$ cat src/rtl/sq_pkg.sv
package sq_pkg;

    localparam int SQ_DEPTH = 8;
    localparam int ADDR_W   = 32;
    localparam int BUD_W    = 2;
    localparam int STAMP_W  = 16;
    localparam int TAG_W    = $clog2(SQ_DEPTH);
    localparam int CNT_W    = $clog2(SQ_DEPTH + 1);
    localparam int LANES    = (1 << BUD_W) - 1;

    typedef logic [ADDR_W-1:0] addr_t;

    typedef struct packed {
        addr_t addr;
        logic  spec;
    } sq_entry_t;

    typedef enum logic [1:0] {
        ACC_IDLE  = 2'b00,
        ACC_STORE = 2'b01
    } acc_kind_e;

    function automatic int unsigned ring_add(input int unsigned base,
                                             input int unsigned step,
                                             input int unsigned depth);
        return (base + step) % depth;
    endfunction

endpackage

$ cat src/rtl/sq_ring.sv
module sq_ring
    import sq_pkg::*;
#(
    parameter int NSLOT = SQ_DEPTH,
    parameter int NLANE = LANES,
    parameter int PW    = BUD_W
) (
    input  logic                        clk,
    input  logic                        rst,
    input  logic                        enq_valid,
    input  addr_t                       enq_addr,
    output logic                        enq_ready,
    output logic [$clog2(NSLOT)-1:0]    enq_tag,
    output logic                        q_full,
    output logic                        q_empty,
    input  logic                        retire_valid,
    input  logic [$clog2(NSLOT)-1:0]    retire_tag,
    input  logic [PW-1:0]               pop_cnt,
    output sq_entry_t [NLANE-1:0]       lane_entry,
    output logic [NLANE-1:0][$clog2(NSLOT)-1:0] lane_tag,
    output logic [NLANE-1:0]            lane_live
);

    localparam int IW = $clog2(NSLOT);
    localparam int CW = $clog2(NSLOT + 1);

    logic [IW-1:0] head_q, tail_q;
    logic [CW-1:0] cnt_q;
    sq_entry_t     mem_q [NSLOT];
    logic          enq_fire;

    assign q_full    = (cnt_q == CW'(NSLOT));
    assign q_empty   = (cnt_q == '0);
    assign enq_ready = !q_full;
    assign enq_fire  = enq_valid && !q_full;
    assign enq_tag   = tail_q;

    always_ff @(posedge clk) begin
        if (rst) begin
            head_q <= '0;
            tail_q <= '0;
            cnt_q  <= '0;
            for (int i = 0; i < NSLOT; i++) begin
                mem_q[i] <= '{addr: '0, spec: 1'b1};
            end
        end else begin
            if (retire_valid) begin
                mem_q[retire_tag].spec <= 1'b0;
            end
            if (enq_fire) begin
                mem_q[tail_q] <= '{addr: enq_addr, spec: 1'b1};
                tail_q        <= IW'(ring_add(int'(tail_q), 1, NSLOT));
            end
            head_q <= IW'(ring_add(int'(head_q), int'(pop_cnt), NSLOT));
            cnt_q  <= cnt_q + CW'(enq_fire) - CW'(pop_cnt);
        end
    end

    for (genvar k = 0; k < NLANE; k++) begin : g_lane
        assign lane_tag[k]   = IW'(ring_add(int'(head_q), k, NSLOT));
        assign lane_entry[k] = mem_q[lane_tag[k]];
        assign lane_live[k]  = (cnt_q > CW'(k));
    end

endmodule

$ cat src/rtl/sq_issue_sel.sv
module sq_issue_sel
    import sq_pkg::*;
#(
    parameter int NLANE = LANES,
    parameter int PW    = BUD_W
) (
    input  logic [PW-1:0]    budget,
    input  logic [NLANE-1:0] lane_live,
    input  logic [NLANE-1:0] lane_spec,
    input  logic [NLANE-1:0] probe_ready,
    output logic [NLANE-1:0] go,
    output logic [PW-1:0]    n_issue
);

    always_comb begin
        logic open;
        int   n;
        open = 1'b1;
        n    = 0;
        for (int k = 0; k < NLANE; k++) begin
            go[k] = open && lane_live[k] && !lane_spec[k] && probe_ready[k]
                    && (k < int'(budget));
            open  = go[k];
            n     = n + int'(go[k]);
        end
        n_issue = PW'(n);
    end

endmodule

$ cat src/rtl/sq_stamp_ctr.sv
module sq_stamp_ctr #(
    parameter int W = 16
) (
    input  logic         clk,
    input  logic         rst,
    output logic [W-1:0] stamp
);

    always_ff @(posedge clk) begin
        if (rst) stamp <= '0;
        else     stamp <= stamp + W'(1);
    end

endmodule

$ cat src/rtl/store_commit_issue.sv
module store_commit_issue
    import sq_pkg::*;
(
    input  logic                      clk,
    input  logic                      rst,
    input  logic                      enq_valid,
    input  logic [ADDR_W-1:0]         enq_addr,
    output logic                      enq_ready,
    output logic [TAG_W-1:0]          enq_tag,
    output logic                      q_full,
    output logic                      q_empty,
    input  logic                      retire_valid,
    input  logic [TAG_W-1:0]          retire_tag,
    input  logic [BUD_W-1:0]          budget_in,
    output logic [LANES*ADDR_W-1:0]   probe_addr,
    input  logic [LANES-1:0]          probe_ready,
    output logic [LANES-1:0]          req_valid,
    output logic [1:0]                req_kind,
    output logic [LANES*ADDR_W-1:0]   req_addr,
    output logic [LANES*TAG_W-1:0]    req_tag,
    output logic [STAMP_W-1:0]        req_stamp,
    output logic [BUD_W-1:0]          budget_left,
    output logic [SQ_DEPTH-1:0]       inflight
);

    sq_entry_t [LANES-1:0]            lane_entry;
    logic [LANES-1:0][TAG_W-1:0]      lane_tag;
    logic [LANES-1:0]                 lane_live;
    logic [LANES-1:0]                 lane_spec;
    logic [LANES-1:0]                 go;
    logic [BUD_W-1:0]                 n_issue;
    logic [SQ_DEPTH-1:0]              inflight_q, inflight_d;
    acc_kind_e                        kind;

    sq_ring #(.NSLOT(SQ_DEPTH), .NLANE(LANES), .PW(BUD_W)) ring_i (
        .clk          (clk),
        .rst          (rst),
        .enq_valid    (enq_valid),
        .enq_addr     (enq_addr),
        .enq_ready    (enq_ready),
        .enq_tag      (enq_tag),
        .q_full       (q_full),
        .q_empty      (q_empty),
        .retire_valid (retire_valid),
        .retire_tag   (retire_tag),
        .pop_cnt      (n_issue),
        .lane_entry   (lane_entry),
        .lane_tag     (lane_tag),
        .lane_live    (lane_live)
    );

    sq_issue_sel #(.NLANE(LANES), .PW(BUD_W)) sel_i (
        .budget      (budget_in),
        .lane_live   (lane_live),
        .lane_spec   (lane_spec),
        .probe_ready (probe_ready),
        .go          (go),
        .n_issue     (n_issue)
    );

    sq_stamp_ctr #(.W(STAMP_W)) stamp_i (
        .clk   (clk),
        .rst   (rst),
        .stamp (req_stamp)
    );

    for (genvar k = 0; k < LANES; k++) begin : g_out
        assign lane_spec[k]                  = lane_entry[k].spec;
        assign probe_addr[k*ADDR_W +: ADDR_W] = lane_entry[k].addr;
        assign req_addr[k*ADDR_W +: ADDR_W]   = go[k] ? lane_entry[k].addr : '0;
        assign req_tag[k*TAG_W +: TAG_W]      = go[k] ? lane_tag[k] : '0;
    end

    assign req_valid   = go;
    assign kind        = (|go) ? ACC_STORE : ACC_IDLE;
    assign req_kind    = kind;
    assign budget_left = budget_in - n_issue;

    always_comb begin
        inflight_d = inflight_q;
        if (enq_valid && enq_ready) inflight_d[enq_tag] = 1'b0;
        for (int k = 0; k < LANES; k++) begin
            if (go[k]) inflight_d[lane_tag[k]] = 1'b1;
        end
    end

    always_ff @(posedge clk) begin
        if (rst) inflight_q <= '0;
        else     inflight_q <= inflight_d;
    end

    assign inflight = inflight_q;

endmodule

$ cat config.mk
export PLATFORM = sky130hd
export DESIGN_NAME = store_commit_issue
export DESIGN_NICKNAME = d
export VERILOG_FILES = /design/src/rtl/sq_pkg.sv /design/src/rtl/sq_ring.sv /design/src/rtl/sq_issue_sel.sv /design/src/rtl/sq_stamp_ctr.sv /design/src/rtl/store_commit_issue.sv
export SDC_FILE = /design/constraint.sdc
export NUM_CORES = 1
export LEC_CHECK = 0
export BUFFER_PORTS_ARGS = -buffer_cell sky130_fd_sc_hd__buf_4
export CORE_MARGIN = 10
export CORE_UTILIZATION = 51
export DETAILED_ROUTE_END_ITERATION = 7
export HOLD_SLACK_MARGIN = 0.08
export MAX_ROUTING_LAYER = met4
export PLACE_DENSITY = 0.73
export SYNTH_ARGS = -nofsm -noshare
export SYNTH_HDL_FRONTEND = slang
export SYNTH_HIERARCHICAL = 1
export SYNTH_SLANG_ARGS = --single-unit
$ cat constraint.sdc
create_clock -name clk -period 5.9 [get_ports clk]
set_input_delay 0 -clock clk [delete_from_list [all_inputs] [get_ports clk]]
set_output_delay 0 -clock clk [all_outputs]
set_load 0.05 [all_outputs]
==> results.sh, run 1 <==
export IMPL_drc=0
export IMPL_fin_tns_setup_ps=0
export IMPL_min_period_ps=4332
export IMPL_synthCells=1462
export IMPL_pwr_share_seq_pct=43.2
export IMPL_viasPerCell=5.880
export IMPL_clock_sinks=298
export IMPL_switching_share_pct=29.84
export IMPL_yosysTopAreaCell="edfxtp_1"
export IMPL_crit_fanout=64
export IMPL_grt_remaining_overflow=0
export IMPL_yosys_cell_count_top_type="nor2_1"
export IMPL_holdCritPathClass="in -> reg"
export IMPL_p_int_w=0.004107
export IMPL_grt_start_max_net_pins=75
export IMPL_die_area_um2=41790
export IMPL_top_usage_layer="met2"
export IMPL_clock_latency_ps=520
export IMPL_gp_congestion=0.8281
export IMPL_synthesis_nets=1522
export IMPL_synth_commonest_cells="nor2_1 (377), edfxtp_1 (256), nand2_1 (179)"
export IMPL_nNetsFinal=1789
export IMPL_ys_seq_elements=298
export IMPL_use_met3_pct=3.788
export IMPL_ys_flop_type="edfxtp_1"
export IMPL_cts_max_path_buffers=3
export IMPL_die_y_um=204.4
export IMPL_leakagePower_nw=8.053
export IMPL_crit_type="reg -> reg"
export IMPL_irDropWorstVdd_v=0.0003895
export IMPL_ios=282
export IMPL_die_w_um=204.4
export IMPL_syn_area_um2=17350
export IMPL_hold_viol_final=0
export IMPL_final_max_slew_violation_count=0
export IMPL_ys_seq_area_share_pct=49.17
export IMPL_multiInputGateArea_um2=8337
export IMPL_maxSlewHeadroom_pct=21.87
export IMPL_use_met2_pct=42.12
export IMPL_port_buffers=280
export IMPL_path_clk_slew_ps=60
export IMPL_area_growth_pct=22.89
export IMPL_syn_avg_cell_area_um2=11.86
export IMPL_hpwl_um=31440
export IMPL_worst_clock_skew_ps=14.46
export IMPL_yosys_top_cells_area="edfxtp_1 (44%), mux4_2 (21%), nor2_1 (8.2%)"
export IMPL_cts_tree="yes"
export IMPL_ant_nets=0
export IMPL_worstPathRequired_ps=6270
export IMPL_cts_buffers=34
export IMPL_drt_iter0_drc=1116
export IMPL_rows=67
export IMPL_fmax_mhz=230.8
export IMPL_p_comb_share_pct=21.3
export IMPL_post_cts_setup_buffer_count=0
export IMPL_whs_ps=313.3
export IMPL_synth_cell_types=59
export IMPL_synth_edf_count=256
export IMPL_grt_pass1_vias=13150
export IMPL_num_fill_cells=2575
export IMPL_wire_per_inst_um=23.09
export IMPL_layout_drive_gt1_share_pct=33.58
export IMPL_hold_buffers=42
export IMPL_htree_levels=2
export IMPL_tightestPinTransition_ps=1169
export IMPL_gr_usage_all_layers_pct=24.41
export IMPL_status="completed"
export IMPL_ff_latch_area_um2=8539
export IMPL_diodes=0
export IMPL_cts_root_buf="clkbuf_16"
export IMPL_synth_async_reset_ratio_pct=0
export IMPL_rsz0062_at_grt="false"
export IMPL_grt_pass1_wl_um=77280
export IMPL_start_kind="flop"
export IMPL_pwr_share_clk_pct=35.5
export IMPL_yosys_warnings=6
export IMPL_firstDrtPassIters=7
export IMPL_grt_use_met1_pct=29.37
export IMPL_start_util_pct=51.73
export IMPL_setup_violations=0
export IMPL_arrival_ps=4700
export IMPL_design_core_area_um2=33530
export IMPL_vias=12930
export IMPL_switching_power_w=0.001747
export IMPL_antenna_found_initial=0
export IMPL_cts_resized=0
export IMPL_crit_path_end_kind="flop"
export IMPL_max_cap_violations=0
export IMPL_synth_top_area_share_pct=44.32
export IMPL_fin_crit_sh_pct=73.43
export IMPL_finalWirelength_um=50760
export IMPL_p_per_area_nw_per_um2=274.6
-- state kept, by name (all words and copies together) (netlist names) --
signal          count
ring_i/mem_q      264
stamp_i/stamp      16
inflight            8
ring_i/cnt_q        4
ring_i/enq_tag      3
ring_i/head_q       3
-- critical path, cell delays in order (launching register included) --
cell      delay [ps]
dfxtp_4          370
buf_4            770
mux4_2           410
mux2_2           280
nand4b_1         290
nor4_4           320
fa_1             510
ha_1             340
inv_1             60
ha_1             160
inv_1             60
fa_1             380
xor2_1           180
nor2_1            60
-- cell families (layout without fill, tap and decap cells) --
kind of cell	after synthesis	count (layout)	share of synthesized area, %
compound gates	65	65	2.496
xor+xnor	9	9	0.4545
fa+ha+maj	16	16	1.284
buf+inv	138	427	3.700
flops	298	298	49.17
mux	204	204	23.95
other cells	1	1	0.02162
simple gates	731	731	18.93
-- power by group through the flow --
stage	Clock, W	Sequential (W)	Combinational, W
after floorplan	0	0.00255	0.000837
after global placement	0	0.00256	0.00121
after detailed placement	0	0.00257	0.00122
after CTS	0.00210	0.00253	0.00125
after global routing	0.00219	0.00255	0.00132
final	0.00208	0.00253	0.00125
-- layer usage --
layer | share of wire (%) | vias up | wire, µm
li1 | - | 5814 | -
met5 | 0 | - | 0
met3 | 7.2 | 72 | 3672
met1 | 38 | 6483 | 19510
met2 | 52 | 561 | 26640
met4 | 1.8 | 0 | 939
-- per-stage QoR --
step           power (W)  utilization (%)  setup WS, ps  instance area (µm²)  std cells
2_1_floorplan   0.003389                -         642.0                17350       1462
3_3_place_gp    0.003770            59.09          1672                19810       2099
3_5_place_dp    0.003797            59.09          1549                19810       2099
4_1_cts         0.005881            63.57          1505                21320       2199
5_1_grt         0.006048            63.57          1315                21320       2199
6_report        0.005854            63.57          1568                21320       2199
-- cell usage in the layout, fill, tap and decap left out, types with 35 or more instances in the layout --
cell	n
dlygate4sd3_1	42
buf_4	306
edfxtp_1	256
dfxtp_1	39
mux4_2	165
mux2_2	35
clkbuf_16	35
nor2_1	374
and2_1	104
nand2_1	179
-- path summary, 6_finish.rpt --
path,slack (ps),cells after the start,endpoint,start
worst max-delay path,1570,13,ring_i/cnt_q[2]$_SDFF_PP0_,ring_i/head_q[0]$_SDFF_PP0_
worst min-delay path,310,6,ring_i/head_q[0]$_SDFF_PP0_,budget_in[0]
worst max register to register,1570,13,ring_i/cnt_q[2]$_SDFF_PP0_,ring_i/head_q[0]$_SDFF_PP0_
worst min register to register,490,2,inflight[0]$_SDFF_PP0_,inflight[0]$_SDFF_PP0_
-- cell type report --
cell class	count	area share, %
flip-flops and latches	298	40.06
well taps	448	2.630
clock buffers	39	4.179
clock inverters	19	0.8981
inverters	21	0.3698
multi-input cells	1026	39.11
repair buffers	348	12.75
Power figures use the tool's default switching activity.
==> run 2, diff against run 1 <==
==> constraint.sdc (replaced) <==
create_clock -name clk -period 4.3 [get_ports clk]
set_input_delay 0 -clock clk [delete_from_list [all_inputs] [get_ports clk]]
set_output_delay 0 -clock clk [all_outputs]
set_load 0.05 [all_outputs]
==> run 2 against run 1 <==
Utilization about the same. Combinational power up 38%. Design area about the same. Clock skew up 6.6 ps. Register-to-register slack worse by 1200 ps. Via count up 1.5%. Worst setup slack worse by 1300 ps. Power up 33%.
==> results.sh, run 2 (synthesis results as in run 1) <==
export IMPL_hpwl_um=32060
export IMPL_pwr_share_clk_pct=33.3
export IMPL_rrSetupSlack_ps=320
export IMPL_vias=13120
export IMPL_grt_pass1_vias=13210
export IMPL_crit_type="reg -> out"
export IMPL_firstDrtPassIters=6
export IMPL_r2r_cells=13
export IMPL_grt_start_max_net_pins=147
export IMPL_max_cap_violations=0
export IMPL_status="completed"
export IMPL_rsz0062_at_grt="false"
export IMPL_design_core_area_um2=33530
export IMPL_dpl_cell_area_um2=19920
export IMPL_tightestPinTransition_ps=1248
export IMPL_htree_levels=1
export IMPL_layout_common_cells="nor2_1 (374), buf_4 (308), edfxtp_1 (256)"
export IMPL_drt_iter0_drc=1184
export IMPL_antenna_found_initial=1
export IMPL_final_max_slew_violation_count=0
export IMPL_die_area_um2=41790
export IMPL_crit_path_end_kind="output port"
export IMPL_irDropWorstVdd_v=0.0003037
export IMPL_holdCritPathClass="in -> reg"
export IMPL_rows=67
export IMPL_grt_remaining_overflow=0
export IMPL_fin_crit_sh_pct=94.06
export IMPL_min_period_ps=4045
export IMPL_cts_max_path_buffers=3
export IMPL_leakagePower_nw=8.027
export IMPL_die_y_um=204.4
export IMPL_whs_ps=245.6
export IMPL_clock_sinks=298
export IMPL_arrival_ps=4040
export IMPL_finalWirelength_um=50530
export IMPL_gr_usage_all_layers_pct=24.36
export IMPL_nNetsFinal=1791
export IMPL_final_common_cell="nor2_1"
export IMPL_ant_nets=0
export IMPL_grt_pass1_wl_um=77470
export IMPL_crit_fanout=16
export IMPL_start_util_pct=51.73
export IMPL_max_flop_register="ring_i/mem_q"
export IMPL_port_buffers=280
export IMPL_fmax_mhz=247.2
export IMPL_rr_endpoint="ring_i/cnt_q[3]$_SDFF_PP0_"
export IMPL_setup_violations=0
export IMPL_p_comb_share_pct=22.2
export IMPL_p_per_area_nw_per_um2=366.0
export IMPL_clock_latency_ps=570
export IMPL_die_w_um=204.4
export IMPL_path_clk_slew_ps=60
export IMPL_ios=282
export IMPL_cts_tree="yes"
export IMPL_largest_reg_flops=264
export IMPL_multiInputGateArea_um2=8368
export IMPL_reg2reg_from="ring_i/head_q[0]$_SDFF_PP0_"
export IMPL_maxSlewHeadroom_pct=16.59
export IMPL_area_growth_pct=22.84
export IMPL_crit_path_end="budget_left[1]"
export IMPL_wire_per_inst_um=22.93
export IMPL_num_fill_cells=2580
export IMPL_switching_power_w=0.002372
export IMPL_worstPathRequired_ps=4300
export IMPL_start_kind="flop"
export IMPL_cts_buffers=31
export IMPL_drc=0
export IMPL_worst_clock_skew_ps=21.10
export IMPL_cts_root_buf="clkbuf_16"
export IMPL_layout_drive_gt1_share_pct=33.62
export IMPL_p_int_w=0.005426
export IMPL_utilization_pct=63.54
export IMPL_cts_resized=0
export IMPL_ff_latch_area_um2=8539
export IMPL_gp_congestion=0.8248
export IMPL_crit_start="ring_i/head_q[0]$_SDFF_PP0_"
export IMPL_hold_viol_final=0
export IMPL_viasPerCell=5.955
export IMPL_pwr_share_seq_pct=44.6
export IMPL_fin_area_um2=21310
export IMPL_switching_share_pct=30.42
[run 2: cell types whose count changed in the layout (fill, tap and decap cells not counted), moves of 2 or more]
| cell | change |
|---|---|
| inv_1 | -2 |
| clkbuf_1 | +7 |
| buf_4 | +2 |
| ha_4 | +2 |
| clkinv_2 | -3 |
| buf_12 | +3 |
| ha_1 | -2 |
| clkbuf_16 | -4 |
| inv_2 | +2 |
[run 2: per-layer routing]
metal,up-vias,GRT usage [%],part of all wire (%)
li1,5825,-,-
met1,6531,29.73,37
met2,676,41.76,51
met3,92,3.931,9.1
met4,0,5.739,2.2
met5,-,-,0
[run 2: cell type report]
class	instances	share of cell area, %
antenna	1	0.01174
clock buffer	42	3.835
clock inverter	15	0.6929
inverter	21	0.3700
multi-input combinational	1026	39.27
sequential	298	40.08
tap	448	2.631
timing repair buffer	353	13.11
[run 2: repair_timing]
item,4_1_cts,5_1_grt
hold endpoints to repair,297,0
buffers inserted,0,0
endpoints found under the setup margin,0,0
hold buffers,42,0
[run 2: power by group through the flow]
stage               Clock, W  Combinational, W  Sequential (W)
floorplan                  0           0.00116         0.00350
global placement           0           0.00167         0.00351
detailed placement         0           0.00169         0.00353
CTS                  0.00262           0.00173         0.00347
global route         0.00274           0.00182         0.00350
finish               0.00260           0.00173         0.00348
[run 2: critical path, cell delays in order, from the launching register on]
cell	delay, ps
dfxtp_4	360
ha_4	280
buf_4	220
mux4_2	330
mux2_4	280
nand4b_1	300
nor4_4	390
fa_1	550
ha_1	240
xnor2_1	160
xnor2_1	140
buf_4	220
[run 2: how the worst min path moves through the flow]
| stage | endpoint | from | slack, ps | depth (start not counted) |
|---|---|---|---|---|
| floorplan | ring_i/mem_q[0][0]$_SDFFE_PP1P_ | retire_tag[1] | 150 | 2 |
| global placement | ring_i/mem_q[0][0]$_SDFFE_PP1P_ | retire_tag[1] | 300 | 3 |
| detailed placement | ring_i/mem_q[0][0]$_SDFFE_PP1P_ | retire_tag[1] | 300 | 3 |
| CTS | ring_i/head_q[0]$_SDFF_PP0_ | budget_in[0] | 240 | 6 |
| global route | ring_i/head_q[0]$_SDFF_PP0_ | budget_in[0] | 320 | 6 |
| finish | ring_i/head_q[0]$_SDFF_PP0_ | budget_in[0] | 250 | 6 |
[run 2: stage by stage]
step           power [W]  setup TNS (ps)  worst slack (ps)  cells
6_report        0.007798               0             255.3   2204
5_1_grt         0.008055               0             118.3   2204
4_1_cts         0.007823               0             239.7   2203
3_5_place_dp    0.005222               0             362.4   2104
3_3_place_gp    0.005184               0             479.5   2104
2_1_floorplan   0.004658          -539.7            -180.5   1462
